File: config.mk
export PLATFORM = sky130hd
export DESIGN_NAME = i2c_reg16_target
export DESIGN_NICKNAME = d
export VERILOG_FILES = /design/src/rtl/i2c16_pkg.sv /design/src/rtl/i2c_line_filter.sv /design/src/rtl/i2c_bus_events.sv /design/src/rtl/i2c_target_core.sv /design/src/rtl/i2c_reg16_target.sv
export SDC_FILE = /design/constraint.sdc
export NUM_CORES = 1
export LEC_CHECK = 0
export BUFFER_PORTS_ARGS = -buffer_cell sky130_fd_sc_hd__buf_2
export CAP_MARGIN = 20
export CORE_UTILIZATION = 40
export DETAILED_ROUTE_END_ITERATION = 6
export GPL_ROUTABILITY_DRIVEN = 0
export PLACE_DENSITY = 0.62
export SETUP_SLACK_MARGIN = 0.5
export SLEW_MARGIN = 20
export SYNTH_ARGS = -nofsm -noshare
export SYNTH_HDL_FRONTEND = slang
export SYNTH_SLANG_ARGS = --single-unit
File: constraint.sdc
create_clock -name clk -period 4 [get_ports clk]
set_input_delay 0.4 -clock clk [delete_from_list [all_inputs] [get_ports clk]]
set_output_delay 0.4 -clock clk [all_outputs]
set_load 0.05 [all_outputs]
File: src/rtl/i2c16_pkg.sv
package i2c16_pkg;

  typedef enum logic [2:0] {
    S_IDLE,
    S_RECV,
    S_ACKW,
    S_ACK,
    S_SEND,
    S_MACK,
    S_LOADW
  } tgt_state_t;

  typedef enum logic [1:0] {
    PH_ADDR,
    PH_PTR,
    PH_DATA
  } rx_phase_t;

endpackage

File: src/rtl/i2c_line_filter.sv
module i2c_line_filter #(
  parameter int SYNC_STAGES = 2,
  parameter int FILT_LEN    = 3
) (
  input  logic clk,
  input  logic rst,
  input  logic din,
  output logic dout
);

  logic [SYNC_STAGES-1:0] sync_q;
  logic [FILT_LEN-1:0]    win_q;

  always_ff @(posedge clk) begin
    if (rst) begin
      sync_q <= '1;
      win_q  <= '1;
      dout   <= 1'b1;
    end else begin
      sync_q <= {sync_q[SYNC_STAGES-2:0], din};
      win_q  <= {win_q[FILT_LEN-2:0], sync_q[SYNC_STAGES-1]};
      if (&win_q)
        dout <= 1'b1;
      else if (~|win_q)
        dout <= 1'b0;
    end
  end

endmodule

File: src/rtl/i2c_bus_events.sv
module i2c_bus_events (
  input  logic clk,
  input  logic rst,
  input  logic scl,
  input  logic sda,
  output logic ev_start,
  output logic ev_stop,
  output logic ev_rise,
  output logic ev_fall
);

  logic scl_q, sda_q;

  always_ff @(posedge clk) begin
    if (rst) begin
      scl_q <= 1'b1;
      sda_q <= 1'b1;
    end else begin
      scl_q <= scl;
      sda_q <= sda;
    end
  end

  // SDA edges while SCL stays high mark bus conditions
  assign ev_start = scl & scl_q & sda_q & ~sda;
  assign ev_stop  = scl & scl_q & ~sda_q & sda;
  assign ev_rise  = scl & ~scl_q;
  assign ev_fall  = ~scl & scl_q;

endmodule

File: src/rtl/i2c_target_core.sv
module i2c_target_core
  import i2c16_pkg::*;
#(
  parameter logic [6:0] DEV_ADDR = 7'h35,
  parameter int         AW       = 8,
  parameter int         DW       = 16
) (
  input  logic          clk,
  input  logic          rst,
  input  logic          sda,
  input  logic          ev_start,
  input  logic          ev_stop,
  input  logic          ev_rise,
  input  logic          ev_fall,
  output logic          sda_oe,
  output logic [AW-1:0] reg_addr,
  output logic [DW-1:0] reg_wdata,
  output logic          reg_wr,
  output logic          reg_rd,
  input  logic [DW-1:0] reg_rdata
);

  localparam int BPR = DW / 8;
  localparam int BIW = (BPR > 1) ? $clog2(BPR) : 1;
  localparam logic [BIW-1:0] BIDX_LAST = BIW'(BPR - 1);

  tgt_state_t     state;
  rx_phase_t      phase;
  logic [3:0]     bitcnt;
  logic [6:0]     rx_sh;
  logic [7:0]     tx_sh;
  logic [7:0]     rx_byte;
  logic [AW-1:0]  ptr;
  logic [DW-1:0]  wacc;
  logic [DW-1:0]  rdbuf;
  logic [BIW-1:0] bidx;
  logic           rd_cap;
  logic           go_send;
  logic           wr_pend;

  assign rx_byte = {rx_sh, sda};

  always_ff @(posedge clk) begin
    if (rst) begin
      state     <= S_IDLE;
      phase     <= PH_ADDR;
      bitcnt    <= '0;
      rx_sh     <= '0;
      tx_sh     <= '0;
      ptr       <= '0;
      wacc      <= '0;
      rdbuf     <= '0;
      bidx      <= '0;
      rd_cap    <= 1'b0;
      go_send   <= 1'b0;
      wr_pend   <= 1'b0;
      sda_oe    <= 1'b0;
      reg_addr  <= '0;
      reg_wdata <= '0;
      reg_wr    <= 1'b0;
      reg_rd    <= 1'b0;
    end else begin
      reg_wr <= 1'b0;
      reg_rd <= 1'b0;
      rd_cap <= reg_rd;
      if (rd_cap)
        rdbuf <= reg_rdata;

      if (ev_start) begin
        state   <= S_RECV;
        phase   <= PH_ADDR;
        bitcnt  <= '0;
        bidx    <= '0;
        wr_pend <= 1'b0;
        sda_oe  <= 1'b0;
      end else if (ev_stop) begin
        state   <= S_IDLE;
        wr_pend <= 1'b0;
        sda_oe  <= 1'b0;
      end else begin
        case (state)
          S_RECV: begin
            if (ev_rise) begin
              rx_sh <= rx_byte[6:0];
              if (bitcnt == 4'd7) begin
                bitcnt <= '0;
                state  <= S_ACKW;
                case (phase)
                  PH_ADDR: begin
                    if (rx_byte[7:1] == DEV_ADDR) begin
                      go_send <= rx_byte[0];
                      if (rx_byte[0]) begin
                        reg_rd   <= 1'b1;
                        reg_addr <= ptr;
                        bidx     <= '0;
                      end else begin
                        phase <= PH_PTR;
                      end
                    end else begin
                      state <= S_IDLE;
                    end
                  end
                  PH_PTR: begin
                    ptr     <= rx_byte[AW-1:0];
                    phase   <= PH_DATA;
                    bidx    <= '0;
                    go_send <= 1'b0;
                  end
                  default: begin
                    wacc    <= {wacc[DW-9:0], rx_byte};
                    go_send <= 1'b0;
                    if (bidx == BIDX_LAST) begin
                      wr_pend <= 1'b1;
                      bidx    <= '0;
                    end else begin
                      bidx <= bidx + 1'b1;
                    end
                  end
                endcase
              end else begin
                bitcnt <= bitcnt + 1'b1;
              end
            end
          end
          S_ACKW: begin
            if (ev_fall) begin
              sda_oe <= 1'b1;
              state  <= S_ACK;
            end
          end
          S_ACK: begin
            if (ev_fall) begin
              bitcnt <= '0;
              if (wr_pend) begin
                wr_pend   <= 1'b0;
                reg_wr    <= 1'b1;
                reg_addr  <= ptr;
                reg_wdata <= wacc;
                ptr       <= ptr + 1'b1;
              end
              if (go_send) begin
                sda_oe <= ~rdbuf[DW-1];
                tx_sh  <= {rdbuf[DW-2 -: 7], 1'b0};
                rdbuf  <= rdbuf << 8;
                state  <= S_SEND;
              end else begin
                sda_oe <= 1'b0;
                state  <= S_RECV;
              end
            end
          end
          S_SEND: begin
            if (ev_rise) begin
              bitcnt <= bitcnt + 1'b1;
              if (bitcnt == 4'd7) begin
                if (bidx == BIDX_LAST) begin
                  bidx     <= '0;
                  ptr      <= ptr + 1'b1;
                  reg_addr <= ptr + 1'b1;
                  reg_rd   <= 1'b1;
                end else begin
                  bidx <= bidx + 1'b1;
                end
              end
            end else if (ev_fall) begin
              if (bitcnt == 4'd8) begin
                sda_oe <= 1'b0;
                state  <= S_MACK;
              end else begin
                sda_oe <= ~tx_sh[7];
                tx_sh  <= {tx_sh[6:0], 1'b0};
              end
            end
          end
          S_MACK: begin
            if (ev_rise)
              state <= sda ? S_IDLE : S_LOADW;
          end
          S_LOADW: begin
            if (ev_fall) begin
              bitcnt <= '0;
              sda_oe <= ~rdbuf[DW-1];
              tx_sh  <= {rdbuf[DW-2 -: 7], 1'b0};
              rdbuf  <= rdbuf << 8;
              state  <= S_SEND;
            end
          end
          default: ;
        endcase
      end
    end
  end

endmodule

File: src/rtl/i2c_reg16_target.sv
module i2c_reg16_target #(
  parameter logic [6:0] DEV_ADDR    = 7'h35,
  parameter int         AW          = 8,
  parameter int         DW          = 16,
  parameter int         SYNC_STAGES = 2,
  parameter int         FILT_LEN    = 3
) (
  input  logic          clk,
  input  logic          rst,
  input  logic          scl_i,
  input  logic          sda_i,
  output logic          sda_oe,
  output logic [AW-1:0] reg_addr,
  output logic [DW-1:0] reg_wdata,
  output logic          reg_wr,
  output logic          reg_rd,
  input  logic [DW-1:0] reg_rdata
);

  localparam int NLINES = 2;

  logic [NLINES-1:0] raw_lines;
  logic [NLINES-1:0] filt_lines;
  logic scl_f, sda_f;
  logic ev_start, ev_stop, ev_rise, ev_fall;

  assign raw_lines = {scl_i, sda_i};

  for (genvar g = 0; g < NLINES; g++) begin : g_line
    i2c_line_filter #(
      .SYNC_STAGES(SYNC_STAGES),
      .FILT_LEN   (FILT_LEN)
    ) u_filt (
      .clk (clk),
      .rst (rst),
      .din (raw_lines[g]),
      .dout(filt_lines[g])
    );
  end

  assign scl_f = filt_lines[1];
  assign sda_f = filt_lines[0];

  i2c_bus_events u_ev (
    .clk     (clk),
    .rst     (rst),
    .scl     (scl_f),
    .sda     (sda_f),
    .ev_start(ev_start),
    .ev_stop (ev_stop),
    .ev_rise (ev_rise),
    .ev_fall (ev_fall)
  );

  i2c_target_core #(
    .DEV_ADDR(DEV_ADDR),
    .AW      (AW),
    .DW      (DW)
  ) u_core (
    .clk      (clk),
    .rst      (rst),
    .sda      (sda_f),
    .ev_start (ev_start),
    .ev_stop  (ev_stop),
    .ev_rise  (ev_rise),
    .ev_fall  (ev_fall),
    .sda_oe   (sda_oe),
    .reg_addr (reg_addr),
    .reg_wdata(reg_wdata),
    .reg_wr   (reg_wr),
    .reg_rd   (reg_rd),
    .reg_rdata(reg_rdata)
  );

endmodule

==> out/results.txt <==
The clock-pin transition on the worst setup and hold timing paths is 0.07 ns, and the post-CTS setup buffer count is 0. The clock insertion delay at the later pin of the skew report was 0.34 ns. The logs give 4112 for the via count of the routed design and 85 for the pin count of the biggest net entering global routing. 0 antenna diodes ended up in the layout. For the max-cap violation count, the log shows 0. The smallest setup slack after layout was 1.23 ns; the area share of the leading cell type in the synthesized netlist was 45.3%. Data arrives at the worst endpoint at 3.04 ns. The met2 wirelength from detailed routing was 4830 um; the cell count along the critical path was 5. Based on the critical path, the design can be clocked at up to 361 MHz. The startpoint type of the worst setup path was a flip-flop. At the worst endpoint, the required time is 4.26 ns. The final core utilization was 46.2%; the synthesis-to-finish area growth was 11.5%.

The kind of cell with the highest combined delay along the critical path is simple AND/OR/NAND/NOR gates. The logs give 0 for the final setup violation count and 0 for the total number of yosys warnings. The per-cell via count in the routed design is 5.48, and the total net switching power is 0.000422 W. Between clock sinks in the finished design, the worst skew comes to 0.00558 ns. After filler insertion, the fill cell instance count of the layout stands at 1169. Summing the sequential cell areas from Yosys gives 45.3% of the chip area. sky130_fd_sc_hd__dfxtp_1 is the most common cell in the netlist. The detailed router used layers up to and including met4. The all-layer global routing usage was 17.7%.

First-pass GRT wire length: 18200 um. The run gives 10500 um as the final routed wirelength across all metal layers. Dividing total power by cell area gives a power density of 376 nW/um2. The overall power was 0.00200 W. The final layout contains 626 nets. By count the netlist is led by sky130_fd_sc_hd__dfxtp_1 (108), sky130_fd_sc_hd__nand2_1 (101), sky130_fd_sc_hd__a21oi_1 (77). Counting every sink on the clock net gives 108.

The worst setup path is captured at a flip-flop. The checks that failed: design-rule violations. The logs give 7050 um for the HPWL after detailed placement and 0 for the number of antenna violations at the first check in global routing. Setup repair after global routing left no endpoint under its margin. The worst pin sits at a relative slew slack of 38.5%. 47 I/O pins were placed. In the routed design, unresolved DRC markers number 6. After detailed routing, the average wire length per cell comes to 14.0 um.

The share of total power dissipated in sequential elements is 54.0%. For flop-to-flop paths, the worst setup slack is 1.23 ns. TritonCTS built the clock tree.

The biggest cell delay along the critical path was 0.62 ns; the via count of the first global-routing pass was 3846. After global routing the overflow that remains totals 0. CTS built an H-tree with a depth of 3. Ranked by total cell area, the synthesized netlist is headed by sky130_fd_sc_hd__dfxtp_1 (45%), sky130_fd_sc_hd__a21oi_1 (8.1%), sky130_fd_sc_hd__nand2_1 (8.0%). The signal on the critical path passes through nor2b_1 > o21ai_0 > a22o_1 > or4_1 > a31oi_1.

The tools report the die outline area as 12400 um2. Die height: 111 um. Summed over all nets, wire length on met3 after detailed routing comes to 450 um. The initialized floorplan defines 39 standard-cell rows.

The tools report the buffer type at the clock tree root as sky130_fd_sc_hd__clkbuf_16. For this run, asynchronously set or reset flops after synthesis account for 0%. In this run the worst path has a maximum fanout of 24. After the first detailed-routing iteration, the DRC count stood at 282. At the pin with the least slew margin, the transition time is 0.922 ns.

For the synthesized netlist cell count, the log shows 587. In the finished design, the share of the clock period the worst path needs comes to 69.3%. Counting the buffers created by CTS gives 9. The first detailed-routing pass took 6 iterations. The netlist area before placement was 4770 um2; the number of buffers and inverters on the critical path was 0. The post-route met1 wirelength came out at 5060 um. Among all stages on the critical path, the largest delay is contributed by sky130_fd_sc_hd__nor2b_1. The share of total power dissipated in combinational logic is 1.8%. The clock network is responsible for 44.2% of the overall power.

In this run the critical register-to-register path is launched from g_line[1].u_filt.dout. The netlist uses 54 different library cells. OpenSTA, run right after detailed placement, puts the worst setup slack at 1.28 ns.

In this run the tool buffered the top-level ports with 46 buffer cells. The mean area per synthesized cell is 8.12 um2. Net switching is 21.1% of the power. Worst hold-check slack: 0.239 ns. VDD sags by at most 286 uV. The synthesized netlist net count was 610; the core outline area was 11500 um2. Category of the most critical setup path: reg -> reg. Once detail routing completed, the nets flagged for antenna violations numbered 0.

The total count of max-transition violations in the final report was 0. Once the floorplan was initialized, standard cells occupied 41.4% of the core. The synthesized design spends more area on one cell type than any other, namely sky130_fd_sc_hd__dfxtp_1.

Path depth of the worst reg2reg path: 5. Die span in x: 111 um. The prevailing post-synth register cell is sky130_fd_sc_hd__dfxtp_1. The synthesized design contains 0 enable-type register cells.

The classification of the worst-slack hold path is in -> reg. Counting along the longest clock path gives a buffer depth of 2. The tools report the launch point of the worst hold path as scl_i.

After synthesis the netlist holds a flip-flop and latch count of 108. The count of endpoints failing hold in the final timing report was 0. The end of the critical path is u_core.ptr[0].

The terminus of the critical flop-to-flop path was u_core.ptr[0]. The analysis attributes to cell leakage a power of 1.90 nW. The critical path starts at g_line[1].u_filt.dout. The final sum of negative setup slack was 0 ns; the shortest clock period the worst path allows after layout was 2.77 ns. In this run, post-CTS hold repair placed 0 buffers. The run finished, with violations left. The fraction of final layout cells with drive strength greater than 1 came out at 13.5%.

Cell internal power was estimated by the tool at 0.00158 W. After clock tree synthesis, the repair step resized 0 gates.
through the flow:
stage,std cells,area (um2)
finish,751,5320
global route,751,5320
CTS,751,5320
detailed placement,735,5020
global placement,735,5020
floorplan,587,4770
worst register-to-register path, cell delays in order, from the launching register on:
cell	delay (ns)
sky130_fd_sc_hd__dfxtp_1	0.53
sky130_fd_sc_hd__nor2b_1	0.62
sky130_fd_sc_hd__o21ai_0	0.27
sky130_fd_sc_hd__a22o_1	0.52
sky130_fd_sc_hd__or4_1	0.60
sky130_fd_sc_hd__a31oi_1	0.16
cells in the final DEF (no fill, tap or decap), types with 2 or more instances in the layout:
cell type                    netlist  routed
sky130_fd_sc_hd__a21oi_1          77      77
sky130_fd_sc_hd__a22oi_1           3       3
sky130_fd_sc_hd__a311oi_1          7       7
sky130_fd_sc_hd__a31oi_1           6       6
sky130_fd_sc_hd__and2_1            3       3
sky130_fd_sc_hd__and3_1            2       2
sky130_fd_sc_hd__and3b_1           4       4
sky130_fd_sc_hd__and4b_1           2       2
sky130_fd_sc_hd__and4bb_2          2       2
sky130_fd_sc_hd__buf_2            15      46
sky130_fd_sc_hd__buf_4             1       4
sky130_fd_sc_hd__clkbuf_16         0       9
sky130_fd_sc_hd__clkinv_4          0       2
sky130_fd_sc_hd__clkinvlp_4        0       2
sky130_fd_sc_hd__dfxtp_1         108     108
sky130_fd_sc_hd__ha_1              3       3
sky130_fd_sc_hd__inv_1            12      12
sky130_fd_sc_hd__mux2i_1          20      20
sky130_fd_sc_hd__nand2_1         101     101
sky130_fd_sc_hd__nand2b_1          3       3
sky130_fd_sc_hd__nand3_1          16      16
sky130_fd_sc_hd__nand3b_1          2       2
sky130_fd_sc_hd__nand4_1           6       6
sky130_fd_sc_hd__nor2_1           58      58
sky130_fd_sc_hd__nor2b_1          10      10
sky130_fd_sc_hd__nor3_1            9       9
sky130_fd_sc_hd__nor3b_1           2       2
sky130_fd_sc_hd__nor4_1            3       3
sky130_fd_sc_hd__o211ai_1          6       6
sky130_fd_sc_hd__o21ai_0          19      19
sky130_fd_sc_hd__o2bb2ai_1         2       2
sky130_fd_sc_hd__o311a_1           2       2
sky130_fd_sc_hd__o311ai_0          5       5
sky130_fd_sc_hd__o31ai_1           6       6
sky130_fd_sc_hd__o41ai_1           6       6
sky130_fd_sc_hd__or2_2            11      11
sky130_fd_sc_hd__xnor2_1           4       4
sky130_fd_sc_hd__xor2_1            5       5
registers in the layout, indices dropped and copies added (netlist names), 2 cells and up:
register and cells:
u_core.rdbuf 16, u_core.reg_addr 8, u_core.state 3, u_core.phase 2, g_line.u_filt.win_q 6, u_core.rx_sh 7, g_line.u_filt.sync_q 4, u_core.bitcnt 4
g_line.u_filt.dout 2, u_core.wacc 16, u_core.ptr 8, u_core.tx_sh 7, u_core.reg_wdata 16
worst min-delay path by stage:
stage,slack [ns],cells after the start,end
4_1_cts,0.23,2,g_line[1].u_filt.sync_q[0]
2_1_floorplan,0.39,1,g_line[0].u_filt.sync_q[1]
6_report,0.24,2,g_line[1].u_filt.sync_q[0]
3_3_place_gp,0.39,1,g_line[1].u_filt.win_q[0]
3_5_place_dp,0.40,1,g_line[1].u_filt.win_q[0]
5_1_grt,0.24,2,g_line[1].u_filt.sync_q[0]
per-layer routing:
layer / global-route usage (%) / up-vias
li1: - / 2085
met1: 23.5 / 1896
met2: 28.7 / 116
met3: 3.77 / 15
met4: 5.77 / 0
met5: 0 / -
logic make-up after synthesis:
| family | after synthesis | share of synthesized area, % |
|---|---|---|
| flops | 108 | 45.3 |
| buf+inv | 57 | 4.96 |
| compound gates | 151 | 19.6 |
| fa+ha+maj | 3 | 0.787 |
| simple gates | 238 | 23.2 |
| mux | 21 | 4.43 |
| xor+xnor | 9 | 1.65 |
cell type report:
class                           instances  area, um2  share of cell area (%)
Clock inverter                          7       76.3                    1.44
Tap cell                              143        179                    3.36
Inverter                               12       45.0                   0.847
Timing Repair Buffer                   50        260                    4.89
Multi-Input combinational cell        422       2370                    44.6
Clock buffer                            9        225                    4.24
Sequential cell                       108       2160                    40.7
power groups by stage:
stage | registers, W | clock network [W] | logic (W)
2_1_floorplan | 0.00111 | 0 | 0.0000214
3_3_place_gp | 0.00111 | 0 | 0.0000352
3_5_place_dp | 0.00111 | 0 | 0.0000364
4_1_cts | 0.00108 | 0.000914 | 0.0000365
5_1_grt | 0.00108 | 0.000947 | 0.0000406
6_report | 0.00108 | 0.000884 | 0.0000357
No activity file was read; power rests on OpenSTA's default activity.
